[src/rtl/blp_pkg.sv]
// Shared types for the bypass load pipe.
package blp_pkg;

    // State of the memory read sequencer.
    typedef enum logic {
        RD_IDLE = 1'b0,
        RD_WAIT = 1'b1
    } rd_state_t;

endpackage

[src/rtl/blp_page_tracker.sv]
// Open-page tracker: records the page of the last completed memory read and
// reports whether a query address falls in that page while it is still open.
// Assumes rd_done pulses on the final cycle of a read, with rd_addr valid.
module blp_page_tracker #(
    parameter int ADDR_W     = 32,
    parameter int PAGE_LSB   = 12,
    parameter int IDLE_LIMIT = 16
) (
    input  logic              clk,
    input  logic              rst_n,
    input  logic              rd_busy,
    input  logic              rd_done,
    input  logic [ADDR_W-1:0] rd_addr,
    input  logic [ADDR_W-1:0] query_addr,
    output logic              same_open
);
    localparam int PW = ADDR_W - PAGE_LSB;
    localparam int IW = $clog2(IDLE_LIMIT + 1);

    logic [PW-1:0] open_page;
    logic          page_valid;
    logic [IW-1:0] idle_cnt;

    // Record the page touched by each completed read.
    always_ff @(posedge clk) begin
        if (!rst_n) begin
            open_page  <= '0;
            page_valid <= 1'b0;
        end else if (rd_done) begin
            open_page  <= rd_addr[ADDR_W-1:PAGE_LSB];
            page_valid <= 1'b1;
        end
    end

    // Count idle edges since the last read completed, saturating at the limit.
    always_ff @(posedge clk) begin
        if (!rst_n) begin
            idle_cnt <= '0;
        end else if (rd_done) begin
            idle_cnt <= '0;
        end else if (!rd_busy && (idle_cnt != IW'(IDLE_LIMIT))) begin
            idle_cnt <= idle_cnt + 1'b1;
        end
    end

    // Page is usable if recorded, not timed out, and the query matches.
    always_comb begin
        same_open = page_valid
                 && (idle_cnt < IW'(IDLE_LIMIT))
                 && (query_addr[ADDR_W-1:PAGE_LSB] == open_page);
    end

endmodule

[src/rtl/blp_mem_seq.sv]
// Memory read sequencer: holds one read for a fixed latency chosen at start.
// Assumes memory presents valid data on the last cycle of the window.
module blp_mem_seq
    import blp_pkg::*;
#(
    parameter int ADDR_W   = 32,
    parameter int HIT_LAT  = 2,
    parameter int MISS_LAT = 10
) (
    input  logic              clk,
    input  logic              rst_n,
    input  logic              start,
    input  logic              fast,
    input  logic [ADDR_W-1:0] start_addr,
    output logic              busy,
    output logic              done,
    output logic [ADDR_W-1:0] rd_addr
);
    localparam int CW = $clog2(MISS_LAT + 1);

    rd_state_t   state;
    logic [CW-1:0] cnt;

    // Load the latency at start and count the window down to completion.
    always_ff @(posedge clk) begin
        if (!rst_n) begin
            state   <= RD_IDLE;
            cnt     <= '0;
            rd_addr <= '0;
        end else begin
            case (state)
                RD_IDLE: begin
                    if (start) begin
                        state   <= RD_WAIT;
                        rd_addr <= start_addr;
                        cnt     <= fast ? CW'(HIT_LAT - 1) : CW'(MISS_LAT - 1);
                    end
                end
                RD_WAIT: begin
                    if (cnt == '0) begin
                        state <= RD_IDLE;
                    end else begin
                        cnt <= cnt - 1'b1;
                    end
                end
                default: state <= RD_IDLE;
            endcase
        end
    end

    // Busy covers the whole window; done marks its final cycle.
    always_comb begin
        busy = (state == RD_WAIT);
        done = busy && (cnt == '0);
    end

endmodule

[src/rtl/blp_stage_chain.sv]
// Stage chain: STAGES word registers that shift by one only on 'shift'.
// The tail output is the word leaving the last stage on that shift.
module blp_stage_chain #(
    parameter int DATA_W = 64,
    parameter int STAGES = 3
) (
    input  logic              clk,
    input  logic              rst_n,
    input  logic              shift,
    input  logic [DATA_W-1:0] din,
    output logic [DATA_W-1:0] tail
);
    for (genvar i = 0; i < STAGES; i++) begin : g_stage
        logic [DATA_W-1:0] q;
        logic [DATA_W-1:0] nxt;

        // Select the source of this stage: input word or previous stage.
        if (i == 0) begin : g_head
            always_comb nxt = din;
        end else begin : g_body
            always_comb nxt = g_stage[i-1].q;
        end

        // Hold unless a command shifts the chain.
        always_ff @(posedge clk) begin
            if (!rst_n) begin
                q <= '0;
            end else if (shift) begin
                q <= nxt;
            end
        end
    end

    // Word leaving the last stage.
    always_comb tail = g_stage[STAGES-1].q;

endmodule

[src/rtl/bypass_load_pipe.sv]
// Three-stage non-allocating load pipe. Each accepted command pushes one word
// (cached on hit, memory on miss) into the chain and writes the word leaving
// the chain to the command's destination. Commands are ignored while busy.
// Assumes the cache answers the lookup in the same cycle.
module bypass_load_pipe #(
    parameter int ADDR_W     = 32,
    parameter int DATA_W     = 64,
    parameter int DST_W      = 5,
    parameter int STAGES     = 3,
    parameter int PAGE_LSB   = 12,
    parameter int HIT_LAT    = 2,
    parameter int MISS_LAT   = 10,
    parameter int IDLE_LIMIT = 16
) (
    input  logic              clk,
    input  logic              rst_n,
    input  logic              cmd_valid,
    input  logic [ADDR_W-1:0] cmd_addr,
    input  logic [DST_W-1:0]  cmd_dst,
    output logic              cmd_busy,
    output logic              clu_req,
    output logic [ADDR_W-1:0] clu_addr,
    input  logic              clu_hit,
    input  logic [DATA_W-1:0] clu_data,
    output logic              mem_req,
    output logic [ADDR_W-1:0] mem_addr,
    input  logic [DATA_W-1:0] mem_rdata,
    output logic              wr_en,
    output logic [DST_W-1:0]  wr_dst,
    output logic [DATA_W-1:0] wr_data
);
    logic              accept;
    logic              hit_acc;
    logic              miss_acc;
    logic              rd_busy;
    logic              rd_done;
    logic              fast;
    logic              shift;
    logic [DATA_W-1:0] din;
    logic [DATA_W-1:0] tail;
    logic [DST_W-1:0]  dst_hold;

    // Accept decode and cache lookup drive.
    always_comb begin
        accept   = cmd_valid && !rd_busy;
        hit_acc  = accept && clu_hit;
        miss_acc = accept && !clu_hit;
        clu_req  = accept;
        clu_addr = cmd_addr;
        cmd_busy = rd_busy;
        mem_req  = rd_busy;
        shift    = hit_acc || rd_done;
        din      = hit_acc ? clu_data : mem_rdata;
    end

    blp_page_tracker #(
        .ADDR_W     (ADDR_W),
        .PAGE_LSB   (PAGE_LSB),
        .IDLE_LIMIT (IDLE_LIMIT)
    ) u_page (
        .clk        (clk),
        .rst_n      (rst_n),
        .rd_busy    (rd_busy),
        .rd_done    (rd_done),
        .rd_addr    (mem_addr),
        .query_addr (cmd_addr),
        .same_open  (fast)
    );

    blp_mem_seq #(
        .ADDR_W   (ADDR_W),
        .HIT_LAT  (HIT_LAT),
        .MISS_LAT (MISS_LAT)
    ) u_seq (
        .clk        (clk),
        .rst_n      (rst_n),
        .start      (miss_acc),
        .fast       (fast),
        .start_addr (cmd_addr),
        .busy       (rd_busy),
        .done       (rd_done),
        .rd_addr    (mem_addr)
    );

    blp_stage_chain #(
        .DATA_W (DATA_W),
        .STAGES (STAGES)
    ) u_chain (
        .clk   (clk),
        .rst_n (rst_n),
        .shift (shift),
        .din   (din),
        .tail  (tail)
    );

    // Keep the destination of a miss until its read completes.
    always_ff @(posedge clk) begin
        if (!rst_n) begin
            dst_hold <= '0;
        end else if (miss_acc) begin
            dst_hold <= cmd_dst;
        end
    end

    // Register the write-back of the word leaving the chain.
    always_ff @(posedge clk) begin
        if (!rst_n) begin
            wr_en   <= 1'b0;
            wr_dst  <= '0;
            wr_data <= '0;
        end else begin
            wr_en <= shift;
            if (shift) begin
                wr_dst  <= hit_acc ? cmd_dst : dst_hold;
                wr_data <= tail;
            end
        end
    end

endmodule

[config.mk]
export PLATFORM = sky130hd
export DESIGN_NAME = bypass_load_pipe
export DESIGN_NICKNAME = d
export VERILOG_FILES = /design/src/rtl/blp_pkg.sv /design/src/rtl/blp_page_tracker.sv /design/src/rtl/blp_mem_seq.sv /design/src/rtl/blp_stage_chain.sv /design/src/rtl/bypass_load_pipe.sv
export SDC_FILE = /design/constraint.sdc
export NUM_CORES = 1
export LEC_CHECK = 0
export ABC_AREA = 1
export BUFFER_PORTS_ARGS = -buffer_cell sky130_fd_sc_hd__buf_2
export CAP_MARGIN = 10
export CORE_MARGIN = 1.5
export CORE_UTILIZATION = 46
export CTS_BUF_LIST = sky130_fd_sc_hd__clkbuf_8
export CTS_CLUSTER_SIZE = 12
export DETAILED_ROUTE_END_ITERATION = 10
export PLACE_DENSITY = 0.7
export SYNTH_ARGS = -nofsm -noshare
export SYNTH_HDL_FRONTEND = slang
export SYNTH_SLANG_ARGS = --single-unit
export TNS_END_PERCENT = 100
[constraint.sdc]
create_clock -name clk -period 3.1 [get_ports clk]
set_clock_uncertainty 0.05 [all_clocks]
set_input_delay 0.465 -clock clk [delete_from_list [all_inputs] [get_ports clk]]
set_output_delay 0.465 -clock clk [all_outputs]
set_load 0.03 [all_outputs]
==> out/results.txt, run 1 <==
Status -> finished, final reports clean
Worst-path maximum fanout -> 70
Adder-Cell Fraction of Synth Area -> 0.002985
Post-synthesis cell area -> 0.01258 mm^2
Average routed wire per standard cell -> 13.70 um
R2R setup slack -> 980 ps
Starting DRT DRC Count -> 760
# rows -> 60
Top cell type's share of synthesized area -> 0.5253
Max VDD drop -> 349.0 uV
Post-synthesis sequential area ratio -> 0.5253
Net load switching power -> 2.895 mW
Synth Register Bits -> 330
Worst Hold Launch -> cmd_addr[5]
CP max-delay cell -> buf_4
Slew Limit Fails -> 0
FF/Latch Area -> 0.006606 mm^2
Core area -> 0.02688 mm^2
Clk Latency, worst-skew pair -> 570 ps
Clock power frac -> 0.346
Crit end category -> output port
CTS tree -> yes
GP Congestion -> 0.7789
Worst Path Class, Setup -> reg -> out
Max cap viols -> 0
Die Ht -> 168.3 um
Initial antenna violation count -> 1
Fraction of power spent switching nets -> 0.2921
Yosys cell types -> 27
Worst endpoint required time -> 2580 ps
Hold endpoint -> u_seq.rd_addr[5]
Io pins -> 306
Crit path launch type -> flip-flop
Synth warn -> 0
Cell Pwr Density -> 663.2 mW/mm^2
CTS resizes -> 0
Wirelength, routed -> 30760 um
Hold WS -> 100.4 ps
Via count -> 11447
Fmax achieved -> 378.6 MHz
Logic pwr share -> 0.161
Final-stage net count -> 2044
Fin crit share -> 0.8520
Port Buffers -> 305
Top cell type by total area after synthesis -> dfxtp_1
Die footprint -> 0.02834 mm^2
Area Overhead vs Synth -> 18.85%
Top cell types by occurrence after synthesis -> 403 x nor2_1, 330 x dfxtp_1, 296 x o21ai_0, 180 x nand2_1, 75 x nand3_1
Complex-gate fraction of the synthesized area -> 0.1817
Clock-pin slew on the worst setup and hold paths -> 60 ps
Synth Flop Type -> dfxtp_1
Synth area leaders -> dfxtp_1 53%, nor2_1 12%, o21ai_0 12%
Largest net degree at the start of global routing -> 138
Vias in the first global route -> 10519
Final Hold Fails -> 0
Drt pass-1 iters -> 5
Hold Path Cell Cnt -> 3
Data arrival, critical path -> 2130 ps
Gr usage total -> 0.2103
TNS Setup -> 0 ps
Post-synth EDFFs -> 0
Die W -> 168.3 um
DRC Markers -> 0
Most common cell in the netlist -> nor2_1
Worst reg-to-reg path cell count -> 6
Post-CTS Setup Repair Bufs -> 0
Fillcell total -> 2632
Routed vias/inst -> 5.097
Sequential fraction of design power -> 0.492
Multi-input gate area -> 0.004980 mm^2
FF-to-FF Start -> u_seq.busy
Post-synth ARST share -> 0
Total CTS buffers -> 52
Max incr delay on CP -> 640 ps
Post-synthesis simple-gate area fraction -> 0.2088
Static Leak -> 7.047 nW
Number of routed nets with antenna violations -> 0
First-pass GRT wire length -> 49940 um
DP Wirelength -> 18960 um
H-tree depth -> 2
Mapped Cells -> 1652
Root Buffer -> clkbuf_8
XOR/XNOR share of the synthesized area -> 0.001393
Initial Util -> 0.4679
HP Class -> in -> reg
Mux contribution to synthesized area -> 0
Crit path cell chain -> nor2_4 -> buf_4 -> buf_2
Syn nets -> 1824
Post-route minimum period -> 2641 ps
Slew @ Worst Pin -> 791.7 ps
Post-CTS Hold Buffers -> 0
Worst r2r dst -> u_seq.rd_addr[26]
GR Overflow Total -> 0
Rel. slew slack -> 0.4689
Share of layout cells above drive strength 1 -> 0.2090
# clock sinks -> 330
Final setup vio count -> 0
Cell internal pwr -> 7.017 mW
RSZ-0062 raised after global routing -> no
Post-Syn Area per Cell -> 7.612 um^2
CTS max path bufs -> 3
Largest family of logic cells by synthesized area -> simple AND/OR/NAND/NOR gates
## through the flow
step                utilization  setup WS (ps)  cell area (um^2)  std cells  power, mW
floorplan                     -           1427             12580       1652      6.081
global placement         0.5198          880.2             13970       2159      6.530
detailed placement       0.5198          840.3             13970       2159      6.559
CTS                      0.5561          426.7             14940       2245      10.05
global route             0.5561          335.2             14950       2246      10.47
finish                   0.5561          458.9             14950       2246      9.912
## critical path: cells and delay by family, from the launching register on
kind,cells,cell delay [ps]
simple gates,1,170
buf+inv,2,970
flops,1,400
## cell type report
type	count	share of cell area
tap	341	0.02855
timing repair buffer	324	0.1171
inverter	54	0.01390
multi-input combinational	1110	0.3332
sequential	330	0.4420
clock buffer	64	0.05893
antenna	1	0.0001674
clock inverter	22	0.006195
## how the worst max path moves through the flow
stage	slack, ps	depth (start not counted)	start	end
final	460	3	u_seq.busy	clu_req
after detailed placement	840	7	clu_hit	u_seq.rd_addr[13]
after CTS	430	3	u_seq.busy	clu_req
after global placement	880	7	clu_hit	u_seq.rd_addr[31]
after floorplan	1430	2	u_seq.busy	clu_req
after global routing	340	3	u_seq.busy	clu_req
## cell usage in the layout (no fill, tap or decap), types with 3 or more instances in the layout
cell type / instances
nor2_1: 403
dfxtp_1: 330
buf_2: 304
o21ai_0: 296
nand2_1: 180
nand3_1: 75
inv_1: 69
a31oi_1: 69
clkbuf_8: 64
a21oi_1: 63
buf_4: 13
o21ai_1: 7
buf_12: 6
ha_1: 3
## power groups by stage
stage / registers (mW) / logic, mW / clock network, mW
3_3_place_gp: 4.95 / 1.58 / 0
3_5_place_dp: 4.96 / 1.60 / 0
4_1_cts: 4.87 / 1.61 / 3.56
2_1_floorplan: 5.15 / 0.934 / 0
6_report: 4.88 / 1.60 / 3.43
5_1_grt: 4.92 / 1.80 / 3.75
## state kept, by name (all words and copies together) (netlist names)
| signal | count |
|---|---|
| dst_hold | 5 |
| u_chain.g_stage.q | 128 |
| u_chain.tail | 64 |
| u_page.idle_cnt | 5 |
| u_page.open_page | 20 |
| u_page.page_valid | 1 |
| u_seq.busy | 1 |
| u_seq.cnt | 4 |
| u_seq.rd_addr | 32 |
| wr_data | 64 |
| wr_dst | 5 |
| wr_en | 1 |
## cell families after synthesis
logic type,after synthesis
compound gates,438
simple gates,667
fa+ha+maj,3
xor+xnor,2
flops,330
buf+inv,212
## metal layers
layer	GRT usage	vias to the layer above	routed length [um]
li1	-	5851	-
met2	0.3421	315	13960
met1	0.2767	5217	14250
met4	0.07531	0	817
met5	0	-	0
met3	0.04372	64	1735
Power figures use the tool's default switching activity.
==> inputs of run 2 (changes only) <==
--- a/config.mk
+++ b/config.mk
@@ -13,7 +13,7 @@
 export CTS_BUF_LIST = sky130_fd_sc_hd__clkbuf_8
 export CTS_CLUSTER_SIZE = 12
 export DETAILED_ROUTE_END_ITERATION = 10
-export PLACE_DENSITY = 0.7
+export PLACE_DENSITY = 0.68
 export SYNTH_ARGS = -nofsm -noshare
 export SYNTH_HDL_FRONTEND = slang
 export SYNTH_SLANG_ARGS = --single-unit
==> out/results.txt, run 2 (same netlist as run 1, synthesis figures left out) <==
Fmax achieved -> 428.6 MHz
Gr usage total -> 0.2104
DRC Markers -> 0
Die W -> 168.3 um
Crit end category -> output port
Rel. slew slack -> 0.4845
FF-to-FF Start -> u_seq.cnt[0]
Drt pass-1 iters -> 5
Worst endpoint required time -> 2580 ps
Wirelength, routed -> 30660 um
Cell Pwr Density -> 674.7 mW/mm^2
Die footprint -> 0.02834 mm^2
Port Buffers -> 305
Multi-input gate area -> 0.004985 mm^2
Average routed wire per standard cell -> 13.59 um
Post-Layout Cell Count -> 2256
Placed Cells -> 2156
Via count -> 11387
Core area -> 0.02688 mm^2
Area Overhead vs Synth -> 19.56%
Data arrival, critical path -> 1820 ps
Worst Path Class, Setup -> reg -> out
TNS Setup -> 0 ps
Crit path launch type -> flip-flop
Vias in the first global route -> 10493
Max FFs per register -> 128
CTS resizes -> 0
# rows -> 60
Commonest non-fill, non-tap cell in the layout -> nor2_1
Total power -> 10.14 mW
# clock sinks -> 330
Routed vias/inst -> 5.047
DP Wirelength -> 19090 um
HP Class -> in -> reg
Worst-path maximum fanout -> 39
First-pass GRT wire length -> 50060 um
Most frequent cells in the layout -> 403 x nor2_1, 330 x dfxtp_1, 304 x buf_2
Starting DRT DRC Count -> 844
Hold Path Cell Cnt -> 3
Initial Util -> 0.4679
Dpl ws -> 809.1 ps
Slew @ Worst Pin -> 768.5 ps
CTS max path bufs -> 3
Hold endpoint -> u_seq.rd_addr[8]
Max VDD drop -> 368.9 uV
Number of routed nets with antenna violations -> 0
R2R setup slack -> 840 ps
Final Hold Fails -> 0
Fin crit share -> 0.7526
GR Overflow Total -> 0
FF/Latch Area -> 0.006606 mm^2
Total CTS buffers -> 54
Root Buffer -> clkbuf_8
Status -> finished, final reports clean
Final setup margin -> 767.0 ps
CTS tree -> yes
Largest net degree at the start of global routing -> 137
Worst reg-to-reg path cell count -> 8
Max cap viols -> 0
Slew Limit Fails -> 0
RSZ-0062 raised after global routing -> no
Worst r2r dst -> wr_data[60]
Final-stage net count -> 2043
Clk Latency, worst-skew pair -> 570 ps
Post-route minimum period -> 2333 ps
H-tree depth -> 2
Fillcell total -> 2575
Share of layout cells above drive strength 1 -> 0.2133
GP Congestion -> 0.7971
Clock-pin slew on the worst setup and hold paths -> 60 ps
Initial antenna violation count -> 3
Io pins -> 306
Worst Hold Launch -> cmd_addr[8]
Largest Register -> u_chain.g_stage.q
Die Ht -> 168.3 um
Post-CTS Hold Buffers -> 0
Post-CTS Setup Repair Bufs -> 0
Static Leak -> 7.109 nW
Final setup vio count -> 0
## run 2: report_power, final
group	switching [mW]	internal, mW
Combinational	1.08	0.502
Clock	1.67	2.01
Sequential	0.209	4.67
## run 2: worst max-delay path by stage
stage | startpoint | to | depth (start not counted) | slack [ps]
finish | u_seq.busy | clu_req | 3 | 770
detailed placement | u_seq.cnt[0] | wr_data[60] | 8 | 810
global placement | u_seq.cnt[0] | wr_data[56] | 8 | 870
global route | u_seq.cnt[0] | u_chain.tail[52] | 8 | 550
CTS | u_seq.busy | clu_req | 3 | 730
floorplan | u_seq.busy | clu_req | 2 | 1430
## run 2: metrics by stage
stage                     utilization  hold WS, ps  area [um^2]
after floorplan                     -        386.5        12580
after global routing           0.5593        74.50        15030
after global placement         0.5187        395.4        13940
final                          0.5595        96.31        15040
after CTS                      0.5593        63.98        15030
after detailed placement       0.5187        401.7        13940
## run 2: area by class of cell
class                           instances  area share
Inverter                               54     0.01381
Timing Repair Buffer                  321      0.1141
Sequential cell                       330      0.4394
Antenna cell                            2   0.0003329
Multi-Input combinational cell       1110      0.3315
Clock buffer                           69     0.06316
Clock inverter                         29    0.009320
Tap cell                              341     0.02838
## run 2: routing by layer
metal  vias to the layer above  global-route usage  wire [um]
met5                         -                   0         10
met4                         2             0.05784        429
met3                        35             0.04772       1719
met2                       280              0.3491      14420
met1                      5214              0.2755      14080
li1                       5856                   -          -
## run 2: worst max-delay path, cell delays in order, from the launching register on
cell and delay, ps:
dfxtp_1 380, nor2_4 190, buf_4 390, buf_2 280
==> inputs of run 3 (changes only) <==
==> constraint.sdc (replaced) <==
create_clock -name clk -period 2.34 [get_ports clk]
set_clock_uncertainty 0.05 [all_clocks]
set_input_delay 0.351 -clock clk [delete_from_list [all_inputs] [get_ports clk]]
set_output_delay 0.351 -clock clk [all_outputs]
set_load 0.03 [all_outputs]
==> out/results.txt, run 3 (same netlist as run 1, synthesis figures left out) <==
Status -> finished, final reports clean
Worst endpoint required time -> 2780 ps
Crit end category -> flip-flop
Clock-pin slew on the worst setup and hold paths -> 60 ps
Initial Util -> 0.4679
Drt pass-1 iters -> 5
Final Hold Fails -> 0
Final-stage net count -> 2196
Commonest non-fill, non-tap cell in the layout -> nor2_1
Max FFs per register -> 128
Final setup vio count -> 0
Initial antenna violation count -> 0
Starting DRT DRC Count -> 761
Routed vias/inst -> 5.081
Cell Pwr Density -> 836.9 mW/mm^2
Hold Path Cell Cnt -> 3
DP Area -> 0.01403 mm^2
Worst reg-to-reg path cell count -> 8
Design Area, Final -> 0.01670 mm^2
Crit path launch type -> flip-flop
CTS tree -> yes
Max cap viols -> 0
Port Buffers -> 305
GR Overflow Total -> 0
Fmax achieved -> 453.7 MHz
Number of routed nets with antenna violations -> 0
HP Class -> in -> reg
Die Ht -> 168.3 um
FF/Latch Area -> 0.006606 mm^2
Wirelength, routed -> 34310 um
H-tree depth -> 2
# rows -> 60
CTS max path bufs -> 3
Fillcell total -> 2378
# clock sinks -> 330
Slew @ Worst Pin -> 573.2 ps
Share of layout cells above drive strength 1 -> 0.2012
Worst Path Class, Setup -> reg -> reg
Max VDD drop -> 524.7 uV
Average routed wire per standard cell -> 14.24 um
Clk Latency, worst-skew pair -> 570 ps
Gr usage total -> 0.2269
DRC Markers -> 0
Fin util -> 0.6213
Rel. slew slack -> 0.6179
Largest net degree at the start of global routing -> 146
Total power -> 13.97 mW
Data arrival, critical path -> 2640 ps
Die W -> 168.3 um
Core area -> 0.02688 mm^2
Io pins -> 306
Total CTS buffers -> 53
Multi-input gate area -> 0.004990 mm^2
Slew Limit Fails -> 0
Antenna diodes -> 0
Root Buffer -> clkbuf_8
DP Wirelength -> 18870 um
GP Congestion -> 0.8062
Post-route minimum period -> 2204 ps
Die footprint -> 0.02834 mm^2
First-pass GRT wire length -> 53930 um
Area Overhead vs Synth -> 32.78%
Static Leak -> 7.853 nW
Worst-path maximum fanout -> 57
Vias in the first global route -> 11244
Fin crit share -> 0.9420
Via count -> 12240
Most frequent cells in the layout -> 403 x nor2_1, 330 x dfxtp_1, 304 x buf_2
Largest Register -> u_chain.g_stage.q
## run 3: layer usage
metal / share of wire / routed length [um] / global-route usage / vias to the layer above
met5: 0 / 0 / 0 / -
met4: 0.041 / 1412 / 0.1071 / 0
met3: 0.065 / 2230 / 0.05078 / 108
met2: 0.46 / 15760 / 0.3711 / 426
met1: 0.43 / 14910 / 0.2846 / 5536
li1: - / - / - / 6170
## run 3: final timing paths
kind	start	to	slack [ps]
hold reg to reg	u_page.open_page[12]	u_page.open_page[12]	410
hold / removal	clu_data[8]	u_chain.g_stage[0].q[8]	30
setup / recovery	u_seq.cnt[0]	u_chain.g_stage[0].q[15]	140
setup reg to reg	u_seq.cnt[0]	u_chain.g_stage[0].q[15]	140
## run 3: critical path: stages, from the launching register on
cell and delay [ps]:
dfxtp_1 300, inv_1 90, ha_1 220, nand3_2 160
nand2_8 140, buf_16 210, o21ai_0 110, a31oi_1 190
dlygate4sd3_1 600
## run 3: report_power, final
group	switching [mW]	internal, mW
Clock	2.19	2.90
Combinational	1.52	0.892
Sequential	0.284	6.18
Total	4.00	9.98
## run 3: layout make-up
cell class                      instances  area share
Sequential cell                       330      0.3956
Clock inverter                         25    0.007493
Multi-Input combinational cell       1110      0.2988
Tap cell                              341     0.02555
Inverter                               54     0.01244
Timing Repair Buffer                  475      0.1991
Clock buffer                           74     0.06099
## run 3: repair_timing
action,4_1_cts,5_1_grt
endpoints found under the setup margin,0,14
buffers inserted,0,2
resized for setup,0,5
hold buffers,143,0
endpoints found under the hold margin,101,0
## run 3: stage by stage
step	std cells	setup TNS [ps]	worst slack [ps]	hold slack [ps]
2_1_floorplan	1652	0	678.4	386.5
3_3_place_gp	2163	0	513.2	394.2
3_5_place_dp	2163	0	411.5	401.1
4_1_cts	2405	0	21.19	0.9632
5_1_grt	2409	-2.726	-2.726	12.44
6_report	2409	0	135.8	29.78
